<file path="config.mk">
export PLATFORM = sky130hd
export DESIGN_NAME = qphase_membus
export DESIGN_NICKNAME = d
export VERILOG_FILES = /design/src/rtl/qpm_pkg.sv /design/src/rtl/qpm_clkgen.sv /design/src/rtl/qpm_seq.sv /design/src/rtl/qpm_pinmux.sv /design/src/rtl/qphase_membus.sv
export SDC_FILE = /design/constraint.sdc
export NUM_CORES = 1
export LEC_CHECK = 0
export ABC_CLOCK_PERIOD_IN_PS = 2000
export BUFFER_PORTS_ARGS = -buffer_cell sky130_fd_sc_hd__buf_2
export CAP_MARGIN = 20
export CORE_MARGIN = 1.5
export CORE_UTILIZATION = 30
export DETAILED_ROUTE_END_ITERATION = 16
export PLACE_DENSITY_LB_ADDON = 0.15
export SKIP_CTS_REPAIR_TIMING = 1
export SLEW_MARGIN = 20
export SYNTH_ARGS = -nofsm -noshare
export SYNTH_HDL_FRONTEND = slang
export SYNTH_SLANG_ARGS = --single-unit
</file>
<file path="constraint.sdc">
create_clock -name osc_clk -period 2 [get_ports osc_clk]
set_clock_uncertainty 0.1 [all_clocks]
set_input_delay 0 -clock osc_clk [delete_from_list [all_inputs] [get_ports osc_clk]]
set_output_delay 0 -clock osc_clk [all_outputs]
set_load 0.005 [all_outputs]
</file>
<file path="src/rtl/qpm_pkg.sv">
package qpm_pkg;

  typedef enum logic [1:0] {
    QTR_1 = 2'd0,
    QTR_2 = 2'd1,
    QTR_3 = 2'd2,
    QTR_4 = 2'd3
  } qtr_e;

  // successor quarter, wrapping Q4 -> Q1
  function automatic qtr_e next_qtr(input qtr_e q);
    case (q)
      QTR_1:   return QTR_2;
      QTR_2:   return QTR_3;
      QTR_3:   return QTR_4;
      default: return QTR_1;
    endcase
  endfunction

  // leading bus clock is high for the first half of the frame
  function automatic logic lead_level(input qtr_e q);
    return (q == QTR_1) || (q == QTR_2);
  endfunction

  // trailing bus clock: same shape, one quarter later
  function automatic logic lag_level(input qtr_e q);
    return (q == QTR_2) || (q == QTR_3);
  endfunction

  // odd parity bit: byte plus bit has an odd number of ones
  function automatic logic odd_par(input logic [7:0] b);
    return ~(^b);
  endfunction

  // second half of the frame carries data
  function automatic logic data_half(input qtr_e q);
    return (q == QTR_3) || (q == QTR_4);
  endfunction

endpackage

</file>
<file path="src/rtl/qpm_clkgen.sv">
module qpm_clkgen
  import qpm_pkg::*;
#(
  parameter int SLOW_DIV = 2
) (
  input  logic clk,
  input  logic rst_n,
  input  logic div_sel,
  output logic tick,
  output qtr_e qtr,
  output logic bclk_lead,
  output logic bclk_lag
);

  localparam int CW = (SLOW_DIV > 1) ? $clog2(SLOW_DIV) : 1;

  logic [CW-1:0] pre_cnt;
  logic          pre_wrap;

  assign pre_wrap = (pre_cnt == CW'(SLOW_DIV - 1));
  assign tick     = !div_sel || pre_wrap;

  always_ff @(posedge clk or negedge rst_n) begin
    if (!rst_n) begin
      pre_cnt <= '0;
    end else if (tick) begin
      pre_cnt <= '0;
    end else begin
      pre_cnt <= pre_cnt + CW'(1);
    end
  end

  always_ff @(posedge clk or negedge rst_n) begin
    if (!rst_n) begin
      qtr <= QTR_1;
    end else if (tick) begin
      qtr <= next_qtr(qtr);
    end
  end

  assign bclk_lead = lead_level(qtr);
  assign bclk_lag  = lag_level(qtr);

  AST_LAG_ONE_QUARTER: assert property (@(posedge clk) disable iff (!rst_n)
    tick |=> (bclk_lag == $past(bclk_lead)));

  AST_SLOW_TICK_GAP: assert property (@(posedge clk) disable iff (!rst_n)
    (tick && div_sel) |=> (!tick || !div_sel));

  AST_FAST_ADVANCE: assert property (@(posedge clk) disable iff (!rst_n)
    !div_sel |=> (qtr != $past(qtr)));

endmodule

</file>
<file path="src/rtl/qpm_seq.sv">
module qpm_seq
  import qpm_pkg::*;
#(
  parameter int ADDR_W = 24,
  parameter int DATA_W = 16
) (
  input  logic              clk,
  input  logic              rst_n,
  input  logic              tick,
  input  qtr_e              qtr,
  input  logic              start,
  input  logic [ADDR_W-1:0] addr,
  input  logic [DATA_W-1:0] wdata,
  input  logic              wr,
  output logic              active,
  output logic [ADDR_W-1:0] cyc_addr,
  output logic [DATA_W-1:0] cyc_wdata,
  output logic              cyc_wr,
  output logic              cyc_begin,
  output logic              cyc_end
);

  logic              pend;
  logic [ADDR_W-1:0] req_addr;
  logic [DATA_W-1:0] req_wdata;
  logic              req_wr;
  logic              boundary;
  logic              take_req;

  assign boundary  = tick && (qtr == QTR_4);
  assign cyc_begin = boundary && !active && (pend || start);
  assign cyc_end   = boundary && active;
  assign take_req  = !active && !pend && start && !boundary;

  always_ff @(posedge clk or negedge rst_n) begin
    if (!rst_n) begin
      active <= 1'b0;
      pend   <= 1'b0;
    end else if (cyc_end) begin
      active <= 1'b0;
    end else if (cyc_begin) begin
      active <= 1'b1;
      pend   <= 1'b0;
    end else if (take_req) begin
      pend   <= 1'b1;
    end
  end

  always_ff @(posedge clk or negedge rst_n) begin
    if (!rst_n) begin
      req_addr  <= '0;
      req_wdata <= '0;
      req_wr    <= 1'b0;
    end else if (take_req) begin
      req_addr  <= addr;
      req_wdata <= wdata;
      req_wr    <= wr;
    end
  end

  always_ff @(posedge clk or negedge rst_n) begin
    if (!rst_n) begin
      cyc_addr  <= '0;
      cyc_wdata <= '0;
      cyc_wr    <= 1'b0;
    end else if (cyc_begin) begin
      cyc_addr  <= pend ? req_addr  : addr;
      cyc_wdata <= pend ? req_wdata : wdata;
      cyc_wr    <= pend ? req_wr    : wr;
    end
  end

  AST_BEGIN_AT_Q1: assert property (@(posedge clk) disable iff (!rst_n)
    (active && !$past(active)) |-> (qtr == QTR_1));

  AST_PENDING_HELD: assert property (@(posedge clk) disable iff (!rst_n)
    (pend && !boundary) |=> $stable(req_addr));

  AST_CYCLE_FROZEN: assert property (@(posedge clk) disable iff (!rst_n)
    (active && !cyc_end) |=> $stable(cyc_addr));

endmodule

</file>
<file path="src/rtl/qpm_pinmux.sv">
module qpm_pinmux
  import qpm_pkg::*;
#(
  parameter int ADDR_W  = 24,
  parameter int DATA_W  = 16,
  parameter int AX_BASE = 20,
  parameter int COL_BIT = 14,
  parameter int ROM_WORDS = 16
) (
  input  logic              clk,
  input  logic              rst_n,
  input  qtr_e              qtr,
  input  logic              active,
  input  logic [ADDR_W-1:0] cyc_addr,
  input  logic [DATA_W-1:0] cyc_wdata,
  input  logic              cyc_wr,
  input  logic [DATA_W-1:0] rd_data,
  output logic              xa_hi,
  output logic              xa_lo,
  output logic              xa_ext,
  output logic              buf_en_n,
  output logic              rom_en_n
);

  localparam int NBYTES = DATA_W / 8;
  localparam int ROM_AW = $clog2(ROM_WORDS);

  logic [DATA_W-1:0] par_src;
  logic [NBYTES-1:0] byte_par;
  logic [3:0]        ax;
  logic              rom_window;

  assign par_src = cyc_wr ? cyc_wdata : rd_data;

  genvar gb;
  generate
    for (gb = 0; gb < NBYTES; gb++) begin : g_par
      assign byte_par[gb] = odd_par(par_src[gb*8 +: 8]);
    end
  endgenerate

  assign ax         = cyc_addr[AX_BASE +: 4];
  assign rom_window = (cyc_addr[ADDR_W-1:ROM_AW] == '0);

  always_comb begin
    case (qtr)
      QTR_1: begin
        xa_hi  = ax[1];
        xa_lo  = ax[3];
        xa_ext = ax[2];
      end
      QTR_2: begin
        xa_hi  = ax[0];
        xa_lo  = ax[2];
        xa_ext = cyc_addr[COL_BIT];
      end
      default: begin
        xa_hi  = byte_par[NBYTES-1];
        xa_lo  = byte_par[0];
        xa_ext = cyc_addr[COL_BIT];
      end
    endcase
  end

  assign buf_en_n = !(active && data_half(qtr));
  assign rom_en_n = !(active && !cyc_wr && rom_window);

  AST_PAR_ODD_WRITE: assert property (@(posedge clk) disable iff (!rst_n)
    (active && cyc_wr && data_half(qtr)) |-> (^{xa_hi, cyc_wdata[DATA_W-1 -: 8]}));

  AST_BUF_ONLY_DATA: assert property (@(posedge clk) disable iff (!rst_n)
    !buf_en_n |-> (active && (qtr != QTR_1) && (qtr != QTR_2)));

  AST_ROM_NO_WRITE: assert property (@(posedge clk) disable iff (!rst_n)
    !rom_en_n |-> (!cyc_wr && (cyc_addr < ADDR_W'(ROM_WORDS))));

endmodule

</file>
<file path="src/rtl/qphase_membus.sv">
module qphase_membus
  import qpm_pkg::*;
#(
  parameter int ADDR_W    = 24,
  parameter int DATA_W    = 16,
  parameter int SLOW_DIV  = 2,
  parameter int AX_BASE   = 20,
  parameter int COL_BIT   = 14,
  parameter int ROM_WORDS = 16
) (
  input  logic              osc_clk,
  input  logic              rst_n,
  input  logic              div_sel,
  input  logic              start,
  input  logic [ADDR_W-1:0] addr,
  input  logic [DATA_W-1:0] wdata,
  input  logic              wr,
  input  logic [DATA_W-1:0] rd_data,
  output logic              bclk_lead,
  output logic              bclk_lag,
  output logic              xa_hi,
  output logic              xa_lo,
  output logic              xa_ext,
  output logic              buf_en_n,
  output logic              rom_en_n
);

  logic              tick;
  qtr_e              qtr;
  logic              active;
  logic [ADDR_W-1:0] cyc_addr;
  logic [DATA_W-1:0] cyc_wdata;
  logic              cyc_wr;
  logic              cyc_begin;
  logic              cyc_end;

  qpm_clkgen #(.SLOW_DIV(SLOW_DIV)) i_clkgen (
    .clk       (osc_clk),
    .rst_n     (rst_n),
    .div_sel   (div_sel),
    .tick      (tick),
    .qtr       (qtr),
    .bclk_lead (bclk_lead),
    .bclk_lag  (bclk_lag)
  );

  qpm_seq #(.ADDR_W(ADDR_W), .DATA_W(DATA_W)) i_seq (
    .clk       (osc_clk),
    .rst_n     (rst_n),
    .tick      (tick),
    .qtr       (qtr),
    .start     (start),
    .addr      (addr),
    .wdata     (wdata),
    .wr        (wr),
    .active    (active),
    .cyc_addr  (cyc_addr),
    .cyc_wdata (cyc_wdata),
    .cyc_wr    (cyc_wr),
    .cyc_begin (cyc_begin),
    .cyc_end   (cyc_end)
  );

  qpm_pinmux #(
    .ADDR_W(ADDR_W), .DATA_W(DATA_W), .AX_BASE(AX_BASE),
    .COL_BIT(COL_BIT), .ROM_WORDS(ROM_WORDS)
  ) i_pinmux (
    .clk       (osc_clk),
    .rst_n     (rst_n),
    .qtr       (qtr),
    .active    (active),
    .cyc_addr  (cyc_addr),
    .cyc_wdata (cyc_wdata),
    .cyc_wr    (cyc_wr),
    .rd_data   (rd_data),
    .xa_hi     (xa_hi),
    .xa_lo     (xa_lo),
    .xa_ext    (xa_ext),
    .buf_en_n  (buf_en_n),
    .rom_en_n  (rom_en_n)
  );

  AST_BEGIN_NOT_BUSY: assert property (@(posedge osc_clk) disable iff (!rst_n)
    cyc_begin |=> (active && !buf_en_n == 1'b0));

  AST_END_IDLES: assert property (@(posedge osc_clk) disable iff (!rst_n)
    cyc_end |=> (buf_en_n && rom_en_n));

endmodule

</file>
==> key figures, run 1 <==
Power
  • Pleak: 2.40 nW
  • Power per cell area: roughly 1400 nW/um^2
  • Peak supply drop: ~500 uV

Setup path
  • Critical path's top delay family: simple AND/OR/NAND/NOR gates
  • Buffer and inverter count on the worst path: 1
  • Worst Setup Start Kind: flop
  • CP peak stage delay: slightly above 0.5 ns
  • CP required: about 1.9 ns
  • Worst Setup End Kind: output port
  • Slowest CP cell: or4b_1
  • CP cell instances: or4b_1 -> or4_1 -> buf_2
  • Crit Path Max Fanout: 2
  • Worst path arrival time: roughly 1.9 ns
  • Critical setup path kind: flop to output port

Final layout
  • Final non-filler cell total: a little under 600
  • Fillers: between 1000 and 1500
  • Share of cells above drive strength 1: 0.318
  • Commonest non-fill, non-tap cells in the layout: dfrtp_1, buf_2, mux2i_1, nand2_1, dlygate4sd3_1
  • Commonest non-fill, non-tap cell in the layout: dfrtp_1
  • N_diodes: 0
  • Design area: 5010 sq um
  • # nets final: approximately 480
  • P&R area growth vs syn: 31.9%

Yosys
  • Seq/Total Area, Yosys: 0.521
  • Post-synthesis compound-gate area fraction: 0.0722
  • Syn_nets: roughly 370
  • Async SR Flop Fraction: 1.00
  • Library cells used by synthesis: 31
  • Synth Cell Area: around 3800 sq um
  • Main combinational cell family by area after synthesis: multiplexers
  • Post-synth EDFFs: 0
  • Synth Area in Simple Gates: 0.0696
  • Synthesized flop and latch total: 79
  • Post-synth top flop: dfrtp_1
  • Syn_area_per_cell: between 10 and 15 sq um
  • Xor-xnor portion of the synthesized cell area: 0.0508
  • Yosys warns: 0
  • Synth Instances: 306
  • Post-synthesis adder-cell area fraction: 0.0132
  • Mux cell area share after synthesis: 0.234

STA
  • Post-layout min period: ~1.9 ns
  • RSZ-0062 raised after global routing: true
  • Hold violation total from the final report: 0
  • Worst-Margin Slew: around 0.49 ns
  • Setup violations, final: 0
  • Relative slew slack: 0.673
  • Period utilization: 0.975
  • F_max: a little over 500 MHz
  • Max Slew Vio Count: 0

Routing
  • Routed Antenna Nets: 0
  • Wirelength per Cell: 13.2 um
  • Detail-routed via count per cell: ~4.4
  • Residual DRC: 0
  • DRT Pass-1 Iters: 4
  • Initial DRC Count: a little under 80
  • WL final: 7700 um
  • Via count: 2540

Hold path
  • Hold WC Path Type: input port to async pin

Placement
  • I/O Buffers: 63
  • Placed cell count: approximately 530
  • Post-DP HPWL: ~5300 um
  • RD Place Congestion: roughly 0.70
  • Placed cell area: about 4300 sq um

Flow run
  • Max-cap viol count: 0

Floorplanning
  • Core ar.: approximately 12000 sq um
  • Starting density of the core: 0.312
  • Die Y: 115 um
  • Chip width: 115 um
  • Ports: 68
  • Std cell rows: 40
  • Die area: roughly 13000 sq um

CTS
  • TritonCTS clock tree: built
  • Clock Pin Slew Worst Setup and Hold Paths: about 0.06 ns
  • Max Root-Sink Buffers: 2
  • Total CTS buffers: 9
  • Clock latency at the later pin of the worst-skew pair: between 0.3 and 0.4 ns
  • CTS sink cnt: slightly below 80
  • Root Buffer: clkbuf_16
  • H-tree Lvls: 3

GRT
  • Initial antenna violation count: 0
  • Largest net degree at the start of global routing: 40
  • First-pass GRT wire length: 12800 um
  • Vias in the first global route: 2521
  • Total gr overflow: 0
  • Gr usage total: 0.128

Outcome
  • Status: completed
[area by class of cell]
class	count	area [sq um]	share of cell area
sequential	79	1980	0.396
timing repair buffer	112	821	0.164
multi-input combinational	208	1700	0.340
clock buffer	14	284	0.0567
tap	168	210	0.0420
inverter	2	7.51	0.00150
[routing by layer]
layer	GRT usage	vias up	wire, um
met5	0	-	0
met4	0.0543	0	141
met3	0.0324	12	240
met2	0.197	37	3600
met1	0.170	1210	3720
li1	-	1281	-
[state kept, by name (all words and copies together) (netlist names)]
signal / cells
i_clkgen.pre_cnt: 1
i_clkgen.qtr: 2
i_seq.active: 1
i_seq.cyc_addr: 20
i_seq.cyc_wdata: 16
i_seq.cyc_wr: 1
i_seq.pend: 1
i_seq.req_addr: 20
i_seq.req_wdata: 16
i_seq.req_wr: 1
[through the flow]
step	utilization	TNS, ns	setup WS (ns)	hold slack (ns)	power (W)
after global routing	0.412	-0.0530	-0.0384	0.0382	0.00772
after detailed placement	0.352	0	0.215	-0.168	0.00551
final	0.412	0	0.0503	0.0116	0.00712
after floorplan	-	0	0.308	-0.396	0.00482
after CTS	0.375	-0.439	-0.158	-0.530	0.00710
after global placement	0.352	0	0.197	-0.178	0.00542
[synth_stat cells (all sizes together), types with 2 or more instances]
master  number  area share
a22oi        2      0.0040
buf         14       0.034
clkbuf       3      0.0030
dfrtp       79        0.52
ha           4       0.013
inv          2      0.0020
mux2        39        0.12
mux2i       45        0.12
nand2       39       0.039
nor2b        2      0.0053
nor4         4      0.0066
o21ai       40       0.065
xnor2       10       0.023
xor2        12       0.028
[cells by family after synthesis]
kind of cell             after synthesis
AND/OR/NAND/NOR                       54
XOR/XNOR                              22
AO/OA/AOI/OAI                         44
multiplexers                          84
flip-flops                            79
buffers and inverters                 19
adder cells (fa/ha/maj)                4
[power by group]
part	switching, W	internal [W]
Combinational	0.00128	0.00145
Sequential	0.000489	0.00236
Clock	0.000586	0.000962
[worst paths after layout]
path / from / end / slack [ns] / depth (start not counted)
setup / recovery: i_seq.cyc_addr[5] / rom_en_n / 0.05 / 3
hold / removal: rst_n / i_seq.req_wdata[10] / 0.01 / 2
setup reg to reg: i_clkgen.qtr[0] / i_seq.req_addr[10] / 0.24 / 5
hold reg to reg: i_seq.cyc_addr[5] / i_seq.cyc_addr[5] / 0.38 / 2
max in group asynchronous: rst_n / i_seq.req_wdata[12] / 1.15 / 3
min in group osc_clk: start / i_seq.pend / 0.02 / 3
No activity file was read; power rests on OpenSTA's default activity.
==> inputs of run 2 (changes only) <==
--- a/config.mk
+++ b/config.mk
@@ -5,6 +5,7 @@
 export SDC_FILE = /design/constraint.sdc
 export NUM_CORES = 1
 export LEC_CHECK = 0
+export ABC_AREA = 1
 export ABC_CLOCK_PERIOD_IN_PS = 2000
 export BUFFER_PORTS_ARGS = -buffer_cell sky130_fd_sc_hd__buf_2
 export CAP_MARGIN = 20
==> run 2 against run 1 <==
Compared with the run above: largest power group is now combinational logic; combinational power rose by 25%; sequential power fell by 2%; highest routed layer unchanged; first-iteration DRC count rose by 120%.
==> key figures, run 2 <==
Outcome
  • Status: completed (unchanged)

Final layout
  • Biggest registers after layout: i_seq.cyc_addr (20), i_seq.req_addr (20) (unchanged)
  • Commonest non-fill, non-tap cell in the layout: nand2_1 (was dfrtp_1)
  • Commonest non-fill, non-tap cells in the layout: nand2_1, inv_1, dfrtp_1, buf_2, o21ai_1 (was dfrtp_1, buf_2, mux2i_1, nand2_1, dlygate4sd3_1)
  • # nets final: 771 (was 477)
  • Share of cells above drive strength 1: 0.159 (was 0.318)
  • Utilization after layout: 0.394 (was 0.412)
  • N_diodes: 0 (unchanged)
  • P&R area growth vs syn: 28.3% (was 31.9%)

Floorplanning
  • Ports: 68 (unchanged)
  • Die Y: 125 um (was 115 um)
  • Starting density of the core: 0.307 (was 0.312)
  • Std cell rows: 44 (was 40)
  • Die area: 15500 sq um (was 13300 sq um)
  • Core ar.: 14500 sq um (was 12200 sq um)
  • Chip width: 125 um (was 115 um)

Yosys
  • Cell taking the most area after synthesis: dfrtp_1 (unchanged)
  • Syn_nets: 677 (was 371)
  • Post-synth EDFFs: 0 (unchanged)
  • Top post-synthesis cells by count: nand2_1, inv_1, dfrtp_1, o21ai_1, o21ai_0 (was dfrtp_1, mux2i_1, nand2_1, o21ai_1, mux2_2)
  • Syn_area_per_cell: 7.26 sq um (was 12.4 sq um)
  • Main combinational cell family by area after synthesis: simple AND/OR/NAND/NOR gates (was multiplexers)
  • Synthesized flop and latch total: 79 (unchanged)
  • Top cell type's share of synthesized area: 0.445 (was 0.521)
  • Seq/Total Area, Yosys: 0.445 (was 0.521)
  • Synth Instances: 612 (was 306)
  • Post-synth top flop: dfrtp_1 (unchanged)
  • Yosys warns: 0 (unchanged)
  • Post-synthesis compound-gate area fraction: 0.172 (was 0.0722)
  • Count leader, synth: nand2_1 (was dfrtp_1)
  • Largest cells by area after synthesis: dfrtp_1, nand2_1, inv_1 (was dfrtp_1, mux2i_1, mux2_2)
  • Synth Cell Area: 4440 sq um (was 3790 sq um)
  • Mux cell area share after synthesis: 0 (was 0.234)
  • Xor-xnor portion of the synthesized cell area: 0.00592 (was 0.0508)
  • Async SR Flop Fraction: 1.00 (unchanged)
  • Synth Area in Simple Gates: 0.246 (was 0.0696)
  • Library cells used by synthesis: 28 (was 31)
  • Post-synthesis adder-cell area fraction: 0.0113 (was 0.0132)

Flow run
  • Max-cap viol count: 0 (unchanged)

STA
  • Worst-Margin Slew: 0.488 ns (was 0.491 ns)
  • Post-layout min period: 1.90 ns (was 1.95 ns)
  • Setup WS post-layout: 0.104 ns (was 0.0503 ns)
  • Hold violation total from the final report: 0 (unchanged)
  • F_max: 527 MHz (was 513 MHz)
  • Max Slew Vio Count: 0 (unchanged)
  • Fin Hold WS: 0.0603 ns (was 0.0116 ns)
  • Setup violations, final: 0 (unchanged)
  • Relative slew slack: 0.675 (was 0.673)
  • RSZ-0062 raised after global routing: true (unchanged)
  • Period utilization: 0.948 (was 0.975)

Setup path
  • Worst path arrival time: 1.80 ns (was 1.85 ns)
  • Critical setup path kind: flop to output port (unchanged)
  • CP required: 1.90 ns (about the same)
  • Worst Setup Start Kind: flop (unchanged)
  • Crit Path Max Fanout: 5 (was 2)
  • Worst Setup End Kind: output port (unchanged)

CTS
  • CTS sink cnt: 79 (unchanged)
  • TritonCTS clock tree: built (unchanged)
  • Max Root-Sink Buffers: 2 (unchanged)
  • Clock latency at the later pin of the worst-skew pair: 0.33 ns (about the same)
  • H-tree Lvls: 3 (unchanged)
  • Total CTS buffers: 9 (unchanged)
  • Root Buffer: clkbuf_16 (unchanged)
  • Clock Pin Slew Worst Setup and Hold Paths: 0.06 ns (about the same)

Placement
  • I/O Buffers: 63 (unchanged)
  • Pre-CTS setup slack: 0.257 ns (was 0.215 ns)
  • RD Place Congestion: 0.717 (was 0.701)
  • Post-DP HPWL: 7160 um (was 5300 um)

Routing
  • DRT Pass-1 Iters: 4 (unchanged)
  • Wirelength per Cell: 11.3 um (was 13.2 um)
  • Via count: 3917 (was 2540)
  • Routed Antenna Nets: 0 (unchanged)
  • WL final: 10100 um (was 7700 um)
  • Initial DRC Count: 173 (was 79)
  • Residual DRC: 0 (unchanged)
  • Detail-routed via count per cell: 4.38 (was 4.36)

Power
  • Power per cell area: 1380 nW/um^2 (was 1420 nW/um^2)
  • Pleak: 2.97 nW (was 2.40 nW)
  • Peak supply drop: 492 uV (was 495 uV)

GRT
  • Total gr overflow: 0 (unchanged)
  • Largest net degree at the start of global routing: 48 (was 40)
  • Initial antenna violation count: 0 (unchanged)
  • First-pass GRT wire length: 16900 um (was 12800 um)
  • Vias in the first global route: 3510 (was 2521)
  • Gr usage total: 0.133 (was 0.128)

Hold path
  • Hold WC Path Type: input port to async pin (unchanged)
-- run 2: cell types whose count changed in the layout (fill, tap and decap cells not counted), moves of 8 or more --
cell / change
mux2_2: -22
mux2_1: -17
xor2_1: -11
o21ai_2: -10
mux2i_1: -44
nor2_1: +9
o21ai_0: +29
nand2_1: +218
inv_1: +86
o211ai_1: +26
xnor2_1: -8
o21ai_1: +22
a31oi_2: +8
-- run 2: critical path, stage by stage (launching register included) --
cell,delay [ns]
dfrtp_1,0.38
inv_1,0.09
ha_1,0.27
nor2_1,0.40
nand3_2,0.13
nand2_1,0.08
buf_2,0.11
-- run 2: per-stage QoR --
| step | cell area (sq um) | power, W | cells | setup TNS [ns] |
|---|---|---|---|---|
| 6_report | 5700 | 0.00785 | 895 | 0 |
| 5_1_grt | 5700 | 0.00862 | 895 | -0.0187 |
| 4_1_cts | 5260 | 0.00782 | 855 | -0.135 |
| 3_5_place_dp | 4960 | 0.00615 | 839 | 0 |
| 3_3_place_gp | 4960 | 0.00603 | 839 | 0 |
| 2_1_floorplan | 4440 | 0.00528 | 612 | 0 |
-- run 2: final cells by class --
class	instances	area, sq um
well taps	184	230
inverters	93	357
multi-input cells	409	1950
fillers	1501	8780
repair buffers	114	883
flip-flops and latches	79	1980
clock buffers	10	239
clock inverters	6	58.8
-- run 2: cells by family after synthesis --
| kind of cell | after synthesis |
|---|---|
| AOI/OAI and AO/OA | 120 |
| xor gates and xnor gates | 3 |
| adders and majority gates | 4 |
| buffers and inverters | 124 |
| DFF | 79 |
| and+or+nand+nor | 282 |
-- run 2: final timing paths --
path / startpoint / endpoint / slack [ns] / depth (start not counted)
max: i_clkgen.qtr[0] / xa_lo / 0.10 / 6
min: rst_n / i_seq.req_addr[8] / 0.06 / 2
max reg2reg: i_clkgen.qtr[0] / i_seq.cyc_addr[7] / 0.27 / 8
min reg2reg: i_clkgen.pre_cnt / i_clkgen.pre_cnt / 0.38 / 1
max in group asynchronous: rst_n / i_seq.req_addr[5] / 1.14 / 3
min in group osc_clk: addr[9] / i_seq.req_addr[9] / 0.36 / 4
-- run 2: layer usage --
metal / vias to the layer above / GRT usage / share of wire
met4: 0 / 0.0467 / 0.012
met2: 67 / 0.218 / 0.45
met1: 1745 / 0.179 / 0.50
met3: 9 / 0.0215 / 0.033
met5: - / 0 / 0
li1: 2096 / - / -
-- run 2: report_power, final --
part           internal, W  leakage, nW  switching, W
Clock             0.000996        0.152      0.000649
Sequential         0.00235        0.974      0.000449
Combinational      0.00135         1.84       0.00205
Total              0.00470         2.97       0.00315
==> inputs of run 3 (changes only) <==
--- a/config.mk
+++ b/config.mk
@@ -10,8 +10,9 @@
 export BUFFER_PORTS_ARGS = -buffer_cell sky130_fd_sc_hd__buf_2
 export CAP_MARGIN = 20
 export CORE_MARGIN = 1.5
-export CORE_UTILIZATION = 30
+export CORE_UTILIZATION = 49
 export DETAILED_ROUTE_END_ITERATION = 16
+export GPL_TIMING_DRIVEN = 0
 export PLACE_DENSITY_LB_ADDON = 0.15
 export SKIP_CTS_REPAIR_TIMING = 1
 export SLEW_MARGIN = 20
==> run 3 against run 2 <==
Compared with the run above: power down 1.4%; non-clock buffer count up 23; sequential share of layout area up 0.66 points; combinational power up 7.3%; die area down 38%; routed wire length up 5.7%; design area down 1.9%; count of clock-buffer cells in the layout up 3; sequential cell count unchanged; maximum frequency down 0.74%; sequential power down 2%; highest routed layer unchanged.
==> key figures, run 3 (synthesized netlist as in run 2, its figures left out) <==
STA
  • F_max: 524 MHz (was 527 MHz)
  • Period utilization: 0.955 (was 0.948)
  • Setup violations, final: 0 (unchanged)
  • Worst-Margin Slew: 0.568 ns (was 0.488 ns)
  • Relative slew slack: 0.621 (was 0.675)
  • Fin Hold WS: 0.0719 ns (was 0.0603 ns)
  • Max Slew Vio Count: 0 (unchanged)
  • RSZ-0062 raised after global routing: true (unchanged)
  • Hold violation total from the final report: 0 (unchanged)
  • Post-layout min period: 1.91 ns (was 1.90 ns)
  • Setup TNS Final: 0 ns (unchanged)

Power
  • Combinational share of power: 0.473 (was 0.434)
  • Sequential power share: 0.355 (was 0.356)
  • P_sw: 0.00321 W (was 0.00315 W)
  • Pint: 0.00453 W (was 0.00470 W)
  • Pleak: 2.98 nW (was 2.97 nW)
  • Power per cell area: 1380 nW/um^2 (about the same)
  • Switch share: 0.414 (was 0.402)
  • Clk network pwr share: 0.172 (was 0.210)
  • Peak supply drop: 647 uV (was 492 uV)

Final layout
  • Design area: 5590 sq um (was 5700 sq um)
  • P&R area growth vs syn: 25.8% (was 28.3%)
  • Biggest registers after layout: i_seq.cyc_addr (20), i_seq.req_addr (20) (unchanged)
  • Final non-filler cell total: 842 (was 895)
  • N_diodes: 0 (unchanged)
  • Utilization after layout: 0.638 (was 0.394)
  • Fillers: 782 (was 1501)
  • Flip-flop and latch area: 1980 sq um (about the same)
  • # nets final: 794 (was 771)
  • Commonest non-fill, non-tap cells in the layout: nand2_1, inv_1, dfrtp_1, buf_2, o21ai_1 (unchanged)
  • Share of cells above drive strength 1: 0.180 (was 0.159)
  • Multi-input logic area: 1960 sq um (was 1950 sq um)
  • Commonest non-fill, non-tap cell in the layout: nand2_1 (unchanged)

Setup path
  • CP required: 1.90 ns (about the same)
  • Worst Setup End Kind: output port (unchanged)
  • Worst path arrival time: 1.81 ns (was 1.80 ns)
  • Slowest CP cell: dfrtp_1 (was nor2_1)
  • Most used cell, CP: nand2_1
  • CP cell instances: buf_6 -> inv_4 -> buf_6 -> buf_6 -> nand2_2 -> nand2_2 -> nand2_1 -> nand2_1 -> nand2_1 -> nand2_2 -> inv_1 -> nand2_1 -> nand3_1 -> nand2_1 -> buf_2 (was inv_1 -> ha_1 -> nor2_1 -> nand3_2 -> nand2_1 -> buf_2)
  • R2r setup slk: 0.23 ns (was 0.27 ns)
  • CP peak stage delay: 0.37 ns (was 0.40 ns)
  • Worst Setup Start Kind: flop (unchanged)
  • Critical setup path kind: flop to output port (unchanged)
  • Critical path's top delay family: simple AND/OR/NAND/NOR gates (unchanged)
  • Buffer and inverter count on the worst path: 6 (was 2)
  • Crit Path Max Fanout: 7 (was 5)

Routing
  • Initial DRC Count: 203 (was 173)
  • Detail-routed via count per cell: 4.92 (was 4.38)
  • WL final: 10700 um (was 10100 um)
  • DRT Pass-1 Iters: 4 (unchanged)
  • Residual DRC: 0 (unchanged)
  • Via count: 4141 (was 3917)
  • Routed Antenna Nets: 0 (unchanged)
  • Wirelength per Cell: 12.7 um (was 11.3 um)

Placement
  • Placed cell count: 784 (was 839)
  • Post-DP HPWL: 7550 um (was 7160 um)
  • Placed cell area: 4910 sq um (was 4960 sq um)
  • RD Place Congestion: 0.807 (was 0.717)
  • I/O Buffers: 63 (unchanged)

Hold path
  • Hold WC Path Type: input port to async pin (unchanged)

Floorplanning
  • Core ar.: 8760 sq um (was 14500 sq um)
  • Starting density of the core: 0.507 (was 0.307)
  • Chip width: 98.2 um (was 125 um)
  • Ports: 68 (unchanged)
  • Std cell rows: 34 (was 44)
  • Die area: 9640 sq um (was 15500 sq um)
  • Die Y: 98.2 um (was 125 um)

CTS
  • Clock latency at the later pin of the worst-skew pair: 0.35 ns (was 0.33 ns)
  • Root Buffer: clkbuf_8 (was clkbuf_16)
  • CTS sink cnt: 79 (unchanged)
  • H-tree Lvls: 3 (unchanged)
  • Max Root-Sink Buffers: 2 (unchanged)
  • Clock Pin Slew Worst Setup and Hold Paths: 0.08 ns (was 0.06 ns)
  • TritonCTS clock tree: built (unchanged)
  • Total CTS buffers: 9 (unchanged)

GRT
  • Gr usage total: 0.223 (was 0.133)
  • Vias in the first global route: 3749 (was 3510)
  • Total gr overflow: 0 (unchanged)
  • Largest net degree at the start of global routing: 43 (was 48)
  • First-pass GRT wire length: 17300 um (was 16900 um)
  • Initial antenna violation count: 0 (unchanged)

Outcome
  • Status: completed (unchanged)

Flow run
  • Max-cap viol count: 0 (unchanged)
==> run 3: cell types whose count changed in the layout (fill, tap and decap cells not counted), moves of 3 or more <==
cell       before  now
buf_6           0    6
nand2_1       257  251
buf_12          6    1
clkbuf_1        0    9
clkbuf_8        1   11
clkinv_2        4    1
nand2_2         2    8
buf_2          62   77
clkbuf_16       9    0
==> run 3: layer usage <==
metal / share of wire / global-route usage
met1: 0.45 / 0.293
met2: 0.49 / 0.380
met3: 0.045 / 0.0293
met4: 0.017 / 0.0802
met5: 0 / 0
==> run 3: area by class of cell <==
cell class,instances,area share
multi-input combinational,409,0.350
tap,108,0.0242
timing repair buffer,106,0.135
clock buffer,13,0.0284
clock inverter,3,0.0116
inverter,93,0.0629
buffer,31,0.0336
sequential,79,0.354
==> run 3: through the flow <==
| step | total power (W) | worst slack, ns |
|---|---|---|
| after floorplan | 0.00528 | 0.500 |
| after global placement | 0.00610 | 0.269 |
| after detailed placement | 0.00626 | 0.259 |
| after CTS | 0.00759 | 0.0189 |
| after global routing | 0.00844 | -0.0415 |
| final | 0.00774 | 0.0899 |
==> run 3: worst paths after layout <==
check | start | to | depth (start not counted)
max | i_seq.cyc_wr | xa_hi | 15
min | rst_n | i_seq.req_addr[8] | 2
max reg2reg | i_clkgen.qtr[1] | i_seq.req_wdata[5] | 7
min reg2reg | i_clkgen.pre_cnt | i_clkgen.pre_cnt | 1
max in group asynchronous | rst_n | i_seq.req_wdata[15] | 3
min in group osc_clk | addr[6] | i_seq.req_addr[6] | 4
==> run 3: power groups by stage <==
stage | Sequential (W) | Combinational, W | Clock (W)
finish | 0.00274 | 0.00366 | 0.00133
global route | 0.00283 | 0.00420 | 0.00141
CTS | 0.00273 | 0.00351 | 0.00134
detailed placement | 0.00276 | 0.00350 | 0
global placement | 0.00273 | 0.00337 | 0
floorplan | 0.00267 | 0.00261 | 0
